File: config.mk
export PLATFORM = sky130hd
export DESIGN_NAME = kwd_top
export DESIGN_NICKNAME = d
export VERILOG_FILES = /design/src/rtl/kwd_pkg.sv /design/src/rtl/kwd_keyseq.sv /design/src/rtl/kwd_unlock.sv /design/src/rtl/kwd_count.sv /design/src/rtl/kwd_trip.sv /design/src/rtl/kwd_top.sv
export SDC_FILE = /design/constraint.sdc
export NUM_CORES = 1
export LEC_CHECK = 0
export BUFFER_PORTS_ARGS = -buffer_cell sky130_fd_sc_hd__buf_2
export CAP_MARGIN = 20
export CORE_MARGIN = 2
export CORE_UTILIZATION = 52
export CTS_BUF_LIST = sky130_fd_sc_hd__clkbuf_8
export CTS_CLUSTER_SIZE = 24
export DETAILED_ROUTE_END_ITERATION = 8
export PLACE_DENSITY = 0.9
export SLEW_MARGIN = 20
export SYNTH_ARGS = -nofsm -noshare
export SYNTH_HDL_FRONTEND = slang
export SYNTH_HIERARCHICAL = 1
export SYNTH_SLANG_ARGS = --single-unit
File: constraint.sdc
create_clock -name clk -period 2.2 [get_ports clk]
set_input_delay 0.22 -clock clk [delete_from_list [all_inputs] [get_ports clk]]
set_output_delay 0.22 -clock clk [all_outputs]
set_load 0.02 [all_outputs]
File: src/rtl/kwd_pkg.sv
package kwd_pkg;
    localparam int OFS_CTRL = 0;
    localparam int OFS_CNT  = 4;
    localparam int OFS_TOV  = 8;

    localparam int B_CMD32 = 13;
    localparam int B_UNLK  = 11;
    localparam int B_DONE  = 10;
    localparam int B_EN    = 7;
    localparam int B_UPD   = 5;

    localparam logic [15:0] UL_LO = 16'hC520;
    localparam logic [15:0] UL_HI = 16'hD928;
    localparam logic [15:0] RF_LO = 16'hA602;
    localparam logic [15:0] RF_HI = 16'hB480;

    typedef enum logic [1:0] {KS_IDLE, KS_UL_HALF, KS_RF_HALF} key_st_e;
    typedef enum logic [1:0] {WN_SHUT, WN_OPEN, WN_DONE} win_st_e;
    typedef enum logic {TR_ARMED, TR_HOLD} trip_st_e;

    typedef struct packed {
        logic cmd32;
        logic en;
        logic upd_ok;
    } ctrl_t;

    localparam ctrl_t CTRL_RST = '{cmd32: 1'b0, en: 1'b1, upd_ok: 1'b1};
endpackage

File: src/rtl/kwd_keyseq.sv
module kwd_keyseq (
    input  logic        clk,
    input  logic        rst_n,
    input  logic        wipe,
    input  logic        cmd32,
    input  logic        wr_cmd,
    input  logic [31:0] wdata,
    output logic        unlock_hit,
    output logic        refresh_hit,
    output logic        key_fault
);
    import kwd_pkg::*;

    key_st_e st, st_nx;

    always_ff @(posedge clk or negedge rst_n) begin
        if (!rst_n)    st <= KS_IDLE;
        else if (wipe) st <= KS_IDLE;
        else           st <= st_nx;
    end

    // next state and key outcome
    always_comb begin
        st_nx       = st;
        unlock_hit  = 1'b0;
        refresh_hit = 1'b0;
        key_fault   = 1'b0;
        unique case (st)
            KS_IDLE: begin
                if (wr_cmd) begin
                    if (cmd32) begin
                        if (wdata == {UL_HI, UL_LO})      unlock_hit  = 1'b1;
                        else if (wdata == {RF_HI, RF_LO}) refresh_hit = 1'b1;
                        else                              key_fault   = 1'b1;
                    end else begin
                        if (wdata[15:0] == UL_LO)      st_nx     = KS_UL_HALF;
                        else if (wdata[15:0] == RF_LO) st_nx     = KS_RF_HALF;
                        else                           key_fault = 1'b1;
                    end
                end
            end
            KS_UL_HALF: begin
                st_nx = KS_IDLE;
                if (wr_cmd && wdata[15:0] == UL_HI) unlock_hit = 1'b1;
                else                                key_fault  = 1'b1;
            end
            KS_RF_HALF: begin
                st_nx = KS_IDLE;
                if (wr_cmd && wdata[15:0] == RF_HI) refresh_hit = 1'b1;
                else                                key_fault   = 1'b1;
            end
            default: st_nx = KS_IDLE;
        endcase
    end


    half_return_chk: assert property (@(posedge clk) disable iff (!rst_n)
        (st != KS_IDLE && !wipe) |=> (st == KS_IDLE));
endmodule

File: src/rtl/kwd_unlock.sv
module kwd_unlock #(
    parameter int WIN_CYC = 255
) (
    input  logic clk,
    input  logic rst_n,
    input  logic wipe,
    input  logic unlock_hit,
    input  logic upd_ok,
    input  logic ctrl_wr,
    output logic is_open,
    output logic cfg_done
);
    import kwd_pkg::*;

    localparam int WW = $clog2(WIN_CYC + 1);
    localparam logic [WW-1:0] WIN_LAST = WW'(WIN_CYC - 1);

    win_st_e st, st_nx;
    logic [WW-1:0] win_cnt;
    logic grant;

    assign grant = unlock_hit && upd_ok;

    always_ff @(posedge clk or negedge rst_n) begin
        if (!rst_n)    st <= WN_SHUT;
        else if (wipe) st <= WN_SHUT;
        else           st <= st_nx;
    end

    always_ff @(posedge clk or negedge rst_n) begin
        if (!rst_n)                win_cnt <= '0;
        else if (wipe || grant)    win_cnt <= '0;
        else if (st == WN_OPEN)    win_cnt <= win_cnt + 1'b1;
    end

    always_comb begin
        st_nx = st;
        unique case (st)
            WN_SHUT, WN_DONE: if (grant) st_nx = WN_OPEN;
            WN_OPEN: begin
                if (ctrl_wr)                  st_nx = WN_DONE;
                else if (grant)               st_nx = WN_OPEN;
                else if (win_cnt == WIN_LAST) st_nx = WN_DONE;
            end
            default: st_nx = WN_SHUT;
        endcase
    end

    always_comb begin
        is_open  = (st == WN_OPEN);
        cfg_done = (st == WN_DONE);
    end


    ctrl_close_chk: assert property (@(posedge clk) disable iff (!rst_n)
        (st == WN_OPEN && ctrl_wr && !wipe) |=> (st == WN_DONE));

    upd_block_chk: assert property (@(posedge clk) disable iff (!rst_n)
        (unlock_hit && !upd_ok && st != WN_OPEN && !wipe) |=> $stable(st));
endmodule

File: src/rtl/kwd_count.sv
module kwd_count #(
    parameter int CNT_W = 17
) (
    input  logic             clk,
    input  logic             rst_n,
    input  logic             wipe,
    input  logic             tick,
    input  logic             en,
    input  logic             clear,
    input  logic [CNT_W-1:0] tov,
    output logic [CNT_W-1:0] cnt,
    output logic             reached
);
    always_ff @(posedge clk or negedge rst_n) begin
        if (!rst_n)              cnt <= '0;
        else if (wipe || clear)  cnt <= '0;
        else if (en && tick)     cnt <= cnt + 1'b1;
    end

    assign reached = en && (cnt >= tov);
endmodule

File: src/rtl/kwd_trip.sv
module kwd_trip #(
    parameter int HOLD_CYC = 16
) (
    input  logic clk,
    input  logic rst_n,
    input  logic fault,
    output logic rst_req,
    output logic wipe
);
    import kwd_pkg::*;

    localparam int HW = $clog2(HOLD_CYC + 1);
    localparam logic [HW-1:0] HOLD_LAST = HW'(HOLD_CYC - 1);

    trip_st_e st, st_nx;
    logic [HW-1:0] hcnt;

    always_ff @(posedge clk or negedge rst_n) begin
        if (!rst_n) st <= TR_ARMED;
        else        st <= st_nx;
    end

    always_ff @(posedge clk or negedge rst_n) begin
        if (!rst_n)             hcnt <= '0;
        else if (st == TR_HOLD) hcnt <= hcnt + 1'b1;
        else                    hcnt <= '0;
    end

    always_comb begin
        st_nx = st;
        unique case (st)
            TR_ARMED: if (fault)             st_nx = TR_HOLD;
            TR_HOLD:  if (hcnt == HOLD_LAST) st_nx = TR_ARMED;
            default:  st_nx = TR_ARMED;
        endcase
    end

    always_comb begin
        rst_req = (st == TR_HOLD);
        wipe    = (st == TR_HOLD) && (hcnt == HOLD_LAST);
    end


    hold_start_chk: assert property (@(posedge clk) disable iff (!rst_n)
        $rose(rst_req) |-> (hcnt == '0));
endmodule

File: src/rtl/kwd_top.sv
module kwd_top #(
    parameter int              ADDR_W   = 4,
    parameter int              CNT_W    = 17,
    parameter int              WIN_CYC  = 255,
    parameter int              HOLD_CYC = 16,
    parameter logic [CNT_W-1:0] TOV_RST = 17'h400
) (
    input  logic              clk,
    input  logic              rst_n,
    input  logic              tick,
    input  logic [ADDR_W-1:0] bus_addr,
    input  logic              bus_we,
    input  logic              bus_re,
    input  logic [31:0]       bus_wdata,
    output logic [31:0]       bus_rdata,
    output logic              rst_req
);
    import kwd_pkg::*;

    logic hit_ctrl, hit_cnt, hit_tov;
    logic wipe, is_open, cfg_done;
    logic unlock_hit, refresh_hit, key_fault, reached, ctrl_wr;
    ctrl_t ctrl_q;
    logic [CNT_W-1:0] tov_q, cnt;

    assign hit_ctrl = (bus_addr == ADDR_W'(OFS_CTRL));
    assign hit_cnt  = (bus_addr == ADDR_W'(OFS_CNT));
    assign hit_tov  = (bus_addr == ADDR_W'(OFS_TOV));
    assign ctrl_wr  = bus_we && hit_ctrl && is_open;

    kwd_keyseq u_keys (
        .clk(clk), .rst_n(rst_n), .wipe(wipe), .cmd32(ctrl_q.cmd32),
        .wr_cmd(bus_we && hit_cnt), .wdata(bus_wdata),
        .unlock_hit(unlock_hit), .refresh_hit(refresh_hit), .key_fault(key_fault)
    );

    kwd_unlock #(.WIN_CYC(WIN_CYC)) u_win (
        .clk(clk), .rst_n(rst_n), .wipe(wipe), .unlock_hit(unlock_hit),
        .upd_ok(ctrl_q.upd_ok), .ctrl_wr(ctrl_wr),
        .is_open(is_open), .cfg_done(cfg_done)
    );

    kwd_count #(.CNT_W(CNT_W)) u_cnt (
        .clk(clk), .rst_n(rst_n), .wipe(wipe), .tick(tick), .en(ctrl_q.en),
        .clear(refresh_hit), .tov(tov_q), .cnt(cnt), .reached(reached)
    );

    kwd_trip #(.HOLD_CYC(HOLD_CYC)) u_trip (
        .clk(clk), .rst_n(rst_n), .fault(key_fault || reached),
        .rst_req(rst_req), .wipe(wipe)
    );

    always_ff @(posedge clk or negedge rst_n) begin
        if (!rst_n) begin
            ctrl_q <= CTRL_RST;
            tov_q  <= TOV_RST;
        end else if (wipe) begin
            ctrl_q <= CTRL_RST;
            tov_q  <= TOV_RST;
        end else begin
            if (ctrl_wr)
                ctrl_q <= '{cmd32: bus_wdata[B_CMD32], en: bus_wdata[B_EN],
                            upd_ok: bus_wdata[B_UPD]};
            if (bus_we && hit_tov && is_open)
                tov_q <= bus_wdata[CNT_W-1:0];
        end
    end

    always_comb begin
        bus_rdata = '0;
        if (bus_re) begin
            if (hit_ctrl) begin
                bus_rdata[B_CMD32] = ctrl_q.cmd32;
                bus_rdata[B_UNLK]  = is_open;
                bus_rdata[B_DONE]  = cfg_done;
                bus_rdata[B_EN]    = ctrl_q.en;
                bus_rdata[B_UPD]   = ctrl_q.upd_ok;
            end else if (hit_cnt) begin
                bus_rdata[CNT_W-1:0] = cnt;
            end else if (hit_tov) begin
                bus_rdata[CNT_W-1:0] = tov_q;
            end
        end
    end


    locked_ctrl_chk: assert property (@(posedge clk) disable iff (!rst_n)
        (bus_we && hit_ctrl && !is_open && !wipe) |=> $stable(ctrl_q));

    refresh_zero_chk: assert property (@(posedge clk) disable iff (!rst_n)
        (refresh_hit && !wipe) |=> (cnt == '0));

    timeout_trip_chk: assert property (@(posedge clk) disable iff (!rst_n)
        (reached && !rst_req) |=> rst_req);

    key_fault_chk: assert property (@(posedge clk) disable iff (!rst_n)
        (key_fault && !rst_req) |=> rst_req);

    rst_return_chk: assert property (@(posedge clk) disable iff (!rst_n)
        $fell(rst_req) |-> (tov_q == TOV_RST && cnt == '0 && ctrl_q == CTRL_RST));
endmodule

# [Word-level counts from Yosys, hierarchy flattened]
# Cells that the tools add are included.
# W data, S select, Z words.
[op_classes] addsub=3 magnitude_cmp=1 n_eq_ne=19 n_mux=56 bitwise_logic=1 n_reduce_logical=24
[ops] cell="$mux W17" count=7
[ops] cell="$eq A16 B16 Y1 const B" count=4
[ops] cell="$eq A32 B32 Y1 const B" count=2
[ops] cell="$mux W2" count=13
[ops] cell="$mux W1" count=24
[ops] cell="$add A17 B1 Y17 const B" count=1
[ops] cell="$ge A17 B17 Y1" count=1
[ops] cell="$mux W8" count=2
[ops] cell="$logic_and A1 B1 Y1" count=11
[ops] cell="$mux W5" count=2
[ops] cell="$mux W3" count=3
[ops] cell="$add A8 B1 Y8 const B" count=1
[ops] cell="$eq A8 B8 Y1 const B" count=1
[ops] cell="$reduce_bool A2 Y1" count=4
[ops] cell="$ne A3 B1 Y1 const B" count=2
[ops] cell="$pmux W1 S2" count=3
[ops] cell="$add A5 B1 Y5 const B" count=1
[ops] cell="$eq A5 B4 Y1 const B" count=1
[ops] cell="$ne A5 B1 Y1 const B" count=1
[ops] cell="$eq A2 B1 Y1 const B" count=2
[ops] cell="$eq A2 B2 Y1 const B" count=2
[ops] cell="$eq A4 B3 Y1 const B" count=1
[ops] cell="$eq A4 B4 Y1 const B" count=1
[ops] cell="$logic_not A2 Y1" count=2
[ops] cell="other kinds (10)" count=12
[word_totals] regBits=55 in_bits=41 output_inout_bits=33 wordCells=114

# [Logic depth before layout (Yosys ltp)]
[depth] ltp_word=10 depth_mapped=11 mapped_depth_nobuf=10

# [By module]
# The synthesis kept the hierarchy.
[by_module_without_submodules] module="kwd_top" instances=1 cells_each=166 area_each_um2=1490.2 seq_area_each_um2=504.2
[by_module_without_submodules] module="kwd_count" instances=1 cells_each=142 area_each_um2=1247.4 seq_area_each_um2=425.4
[by_module_without_submodules] module="kwd_unlock" instances=1 cells_each=57 area_each_um2=535.5 seq_area_each_um2=250.2
[by_module_without_submodules] module="kwd_keyseq" instances=1 cells_each=49 area_each_um2=395.4 seq_area_each_um2=50.0
[by_module_without_submodules] module="kwd_trip" instances=1 cells_each=22 area_each_um2=264.0 seq_area_each_um2=150.1

# [Least setup slack after synthesis]
# Ideal clock, no wire load.
[synth_path] kind="input port to flip-flop" startpoint="in bus_addr[1]" endpoint="reg u_cnt.cnt[13]" setup_time_ps=132 arrival_ps=2186 t_required_ps=2068 slack_ps=-118 path_stages=11 path_buffers=1 path_cell_list="nor4b_2 > buf_2 > and2_1 > nand2_1 > and4bb_1 > a32o_1 > a211oi_2 > nor4_4 > nand2_1 > xor2_1 > nor2_1"
[synth_via] elab_chain_len=7 word_cells_on_any_way=9 classes_between="eq/ne: 1; mux: 4; reduce/logical: 4"
[synth_lines] element="start: declaration" line="kwd_top.sv:11" source="input logic [ADDR_W-1:0] bus_addr,"
[synth_lines] element="$eq A4 B3 Y1 *" line="kwd_top.sv:27" source="assign hit_cnt = (bus_addr == ADDR_W'(OFS_CNT));"
[synth_lines] element="$logic_and A1 B1 Y1 *" line="kwd_top.sv:33" source=".wr_cmd(bus_we && hit_cnt), .wdata(bus_wdata),"
[synth_lines] element="$logic_and A1 B1 Y1" line="kwd_keyseq.sv:49" source="if (wr_cmd && wdata[15:0] == RF_HI) refresh_hit = 1'b1;"
[synth_lines] element="$mux W1" line="kwd_keyseq.sv:49"
[synth_lines] element="$pmux W1 S2 *" line="kwd_keyseq.sv:28" source="unique case (st)"
[synth_lines] element="net refresh_hit" line="kwd_top.sv:22" source="logic unlock_hit, refresh_hit, key_fault, reached, ctrl_wr;"
[synth_lines] element="$logic_or A1 B1 Y1 *" line="kwd_count.sv:16" source="else if (wipe || clear) cnt <= '0;"
[synth_lines] element="$mux W17 / $reduce_bool A2 Y1 (equally long branches)"
[synth_lines] element="end signal: assignment" line="kwd_count.sv:17" source="else if (en && tick) cnt <= cnt + 1'b1;"
[synth_lines] element="end: declaration" line="kwd_count.sv:11" source="output logic [CNT_W-1:0] cnt,"
# The timed path passes the listed nets; every way through them passes the cells marked *.
# A chain may end at the register's enable or synchronous reset.

# [Worst setup path after layout]
[layout_path] startpoint="reg tov_q[10]" endpoint="reg u_trip.st (netlist: u_trip/rst_req)"
[layout_via] elab_chain_len=5
[layout_lines] element="start: declaration" line="kwd_top.sv:24" source="logic [CNT_W-1:0] tov_q, cnt;"
[layout_lines] element="start signal: assignment" line="kwd_top.sv:65" source="tov_q <= bus_wdata[CNT_W-1:0];"
[layout_lines] element="$ge A17 B17 Y1" line="kwd_count.sv:20" source="assign reached = en && (cnt >= tov);"
[layout_lines] element="$logic_and A1 B1 Y1" line="kwd_count.sv:20"
[layout_lines] element="net reached" line="kwd_top.sv:22"
[layout_lines] element="$logic_or A1 B1 Y1" line="kwd_top.sv:49" source=".clk(clk), .rst_n(rst_n), .fault(key_fault || reached),"
[layout_lines] element="$mux W1" line="kwd_trip.sv:32" source="TR_ARMED: if (fault) st_nx = TR_HOLD;"
[layout_lines] element="$pmux W1 S2" line="kwd_trip.sv:31" source="unique case (st)"
[layout_lines] element="net u_trip.st_nx" line="kwd_trip.sv:15" source="trip_st_e st, st_nx;"
[layout_lines] element="end signal: assignment" line="kwd_trip.sv:20" source="else st <= st_nx;"
[layout_lines] element="end: declaration" line="kwd_trip.sv:15"
# The timed path passes the listed nets, and every way through them passes these cells.

==> results.md <==
* Share of cells above drive strength 1 at 29.2%
* Vias per Instance at ~5.7
* Highest metal layer with signal wires: met4
* Placed instance area at ~0.0046 mm2
* DR iter-0 viols at 279
* Yosys top cell by area: dfrtp_1
* Area share of the largest cell type after synthesis at 33.1%
* Sw Share at 39.0%
* Wl on met1 at 4180 um
* Length of routed met3 wiring at 848 um
* Relative slew slack at between 50% and 60%
* Largest net degree at the start of global routing at between 50 and 60
* Final period utilization at between 90% and 100%
* CTS Buf Count at 5
* # hold bufs at CTS at 0
* Psw at approximately 1.4 mW
* CP Max Fanout at 2
* Logic gate share of total power at 38.1%
* Cell area after layout at 0.00487 mm2
* Gpl congestion at 0.928
* Clk sinks at 55
* Core region area at ~0.0073 mm2
* Synth Instances at ~440
* Post-route ant nets at 0
* H-tree levels at 2
* Util after Layout at about 67%
* DR DRC count at 0
* CTS clk-pin slew, worst paths at about 0.10 ns
* Syn Std Cell Area at a little under 0.004 mm2
* Gr usage total at a little under a quarter
* Synth async-reset ratio at 100%
* DP HPWL at 7730 um
* Setup violators final at 0
* Drt total wl at ~10000 um
* Peak supply drop at around 0.00044 V
* Die area at just over 0.008 mm2
* Number of max-cap violations at 0
* Sequential Power Share at 45.7%
* Most numerous cell in the Yosys netlist: dfrtp_1
* Vias in the first global route at between 3k and 4k
* Max Freq at 465 MHz
* Final Max Tran Viols at 0
* Clock power share at roughly 16%
* Die height at about 91 um
* Via count at between 3k and 4k
* Pwr Density at 762 mW/mm2
* CP cell instances: inv_2, ha_4, a21oi_4, o21ai_2, a221o_1, a22oi_2, o21ai_1, or2_4, inv_1, mux2i_1
* Avg WL per Cell at 15.9 um
* Mean Syn Cell Area at between 9 and 10 um2
* Critical-path top delay cell: dfstp_2
* Critical Path AT at around 2.3 ns
* Sequential cell area fraction in the yosys report at between 30% and 40%
* Slew @ Worst Pin at around 0.7 ns
* Synth area leaders: dfrtp_1 (33%), ha_1 (7.0%), mux2i_1 (5.6%)
* Final Hold Vio Count at 0
* Startpoint Class: flip-flop
* Die W at approximately 91 um
* Commonest cells post-synth: dfrtp_1 (52), nor2_1 (51), nand2b_1 (35)
* Total overflow reported by the global router at 0
* Worst setup path category: flip-flop to flip-flop
* 1st-pass router iterations at 5
* Root buffer cell: clkbuf_8
* Initial core utilization at between 50% and 60%
* Yosys cell types at 62
* Diodes inserted at 0
* Synth Register Bits at 55
* I/O Buffers at 58
* CTS Buffer Depth at 2
* # nets final at 606
* Critical Path RT at between 2 and 2.5 ns
* Status: completed
* Primary FF master, synth: dfrtp_1
* # IOs at 74
* FP Rows at 31
* CTS tree: yes
* Antenna violations before repair at 0
* Crit path capture type: flip-flop
* Class of the worst hold path: input port to asynchronous set/reset pin
* Max stage delay on crit path at 0.55 ns
* Fin crit period at between 2 and 2.5 ns
* Met2 Wirelength at about 5000 um
* Post-synth EDFFs at 0
* First-pass GRT wire length at roughly 16000 um
* Internal power at around 2.3 mW
* P&R area growth vs syn at 23.8%
* P_leak at 2.41 nW
* Yosys warning count at 6
* Clock Latency Late Sink at a little over 0.3 ns
* Worst Clk Skew at approximately 0.013 ns
==> power by group through the flow <==
stage / Sequential (mW) / Clock [mW] / Combinational, mW
finish: 1.70 / 0.598 / 1.41
floorplan: 1.62 / 0 / 0.903
detailed placement: 1.70 / 0 / 1.35
global placement: 1.68 / 0 / 1.25
CTS: 1.68 / 0.612 / 1.37
global route: 1.74 / 0.652 / 1.57
==> area by class of cell <==
| type | count | area, um2 |
|---|---|---|
| multi-input cells | 337 | 2430 |
| fillers | 584 | 2420 |
| flip-flops and latches | 55 | 1380 |
| repair buffers | 115 | 722 |
| well taps | 99 | 124 |
| inverters | 29 | 109 |
| clock buffers | 6 | 82.6 |
| clock inverters | 2 | 16.3 |
==> cell usage in the layout (no fill, tap or decap), drive strengths merged, types with 4 or more instances in the layout <==
master | netlist | final
nor4 | 5 | 5
a22oi | 13 | 13
o22ai | 5 | 5
xor2 | 12 | 12
a21oi | 16 | 16
nor4b | 4 | 4
dfrtp | 52 | 52
ha | 22 | 22
nand3 | 14 | 14
and2 | 5 | 5
nor3b | 10 | 10
clkbuf | 9 | 6
nand2 | 24 | 24
xnor2 | 6 | 6
a211oi | 4 | 4
or3 | 7 | 7
conb | 1 | 15
nor2 | 52 | 52
nand4 | 11 | 11
nand2b | 36 | 36
nor2b | 10 | 10
inv | 29 | 29
o21ai | 11 | 11
nor3 | 5 | 5
buf | 20 | 115
mux2i | 22 | 22
==> final timing paths <==
check / from / endpoint / slack (ns) / cells past startpoint
min in group clk: tick / u_cnt/cnt[1] / 0.23 / 3
max reg2reg: tov_q[10] / u_trip/rst_req / 0.05 / 10
max in group asynchronous: rst_n / u_cnt/cnt[1] / 1.69 / 2
min reg2reg: u_trip/hcnt[0] / u_trip/hcnt[0] / 0.47 / 1
min: rst_n / u_cnt/cnt[0] / 0.04 / 2
max: tov_q[10] / u_trip/rst_req / 0.05 / 10
==> registers in the layout, summed over array words and instances (netlist names) <==
name            count
ctrl_q              3
u_cnt/cnt          17
u_trip/rst_req      1
u_win/win_cnt       8
u_win/st            2
u_keys/st           2
u_trip/hcnt         5
tov_q              17
==> per-layer routing <==
layer,GRT usage (%),up-vias
met5,0,-
met1,30.8,1744
met2,40.1,202
li1,-,1703
met4,9.09,0
met3,4.65,23
==> worst max-delay path, delay by kind of cell (launching register included) <==
kind / cells / cell delay [ns]
and+or+nand+nor: 1 / 0.25
AOI/OAI and AO/OA: 5 / 0.85
adders and majority gates: 1 / 0.22
muxes: 1 / 0.05
DFF: 1 / 0.55
buffers and inverters: 2 / 0.10
==> cell families after synthesis <==
kind of cell / share of synthesized area, %
buffers and inverters: 7.57
AOI/OAI and AO/OA: 9.16
adders and majority gates: 7.00
DFF: 35.1
xor gates and xnor gates: 4.01
and+or+nand+nor: 31.5
other: 0.0954
muxes: 5.60
==> timing repair <==
| action | CTS | global route |
|---|---|---|
| setup endpoints to repair | 1 | 23 |
| pin swaps | 2 | 7 |
| gates resized for setup | 5 | 17 |
| hold endpoints to repair | 0 | 0 |
| buffers inserted | 0 | 2 |
==> stage by stage <==
step	cells	total power, mW	TNS [ns]	hold WS, ns	setup slack (ns)
5_1_grt	643	3.96	-0.0199	0.101	-0.0112
3_5_place_dp	633	3.05	-4.22	0.404	-0.331
2_1_floorplan	450	2.52	0	-0.0756	0.0113
6_report	643	3.71	0	0.0411	0.0476
4_1_cts	641	3.67	0	0.0657	0.000728
3_3_place_gp	633	2.92	-2.20	0.385	-0.188
(Power assumes the default switching activity.)
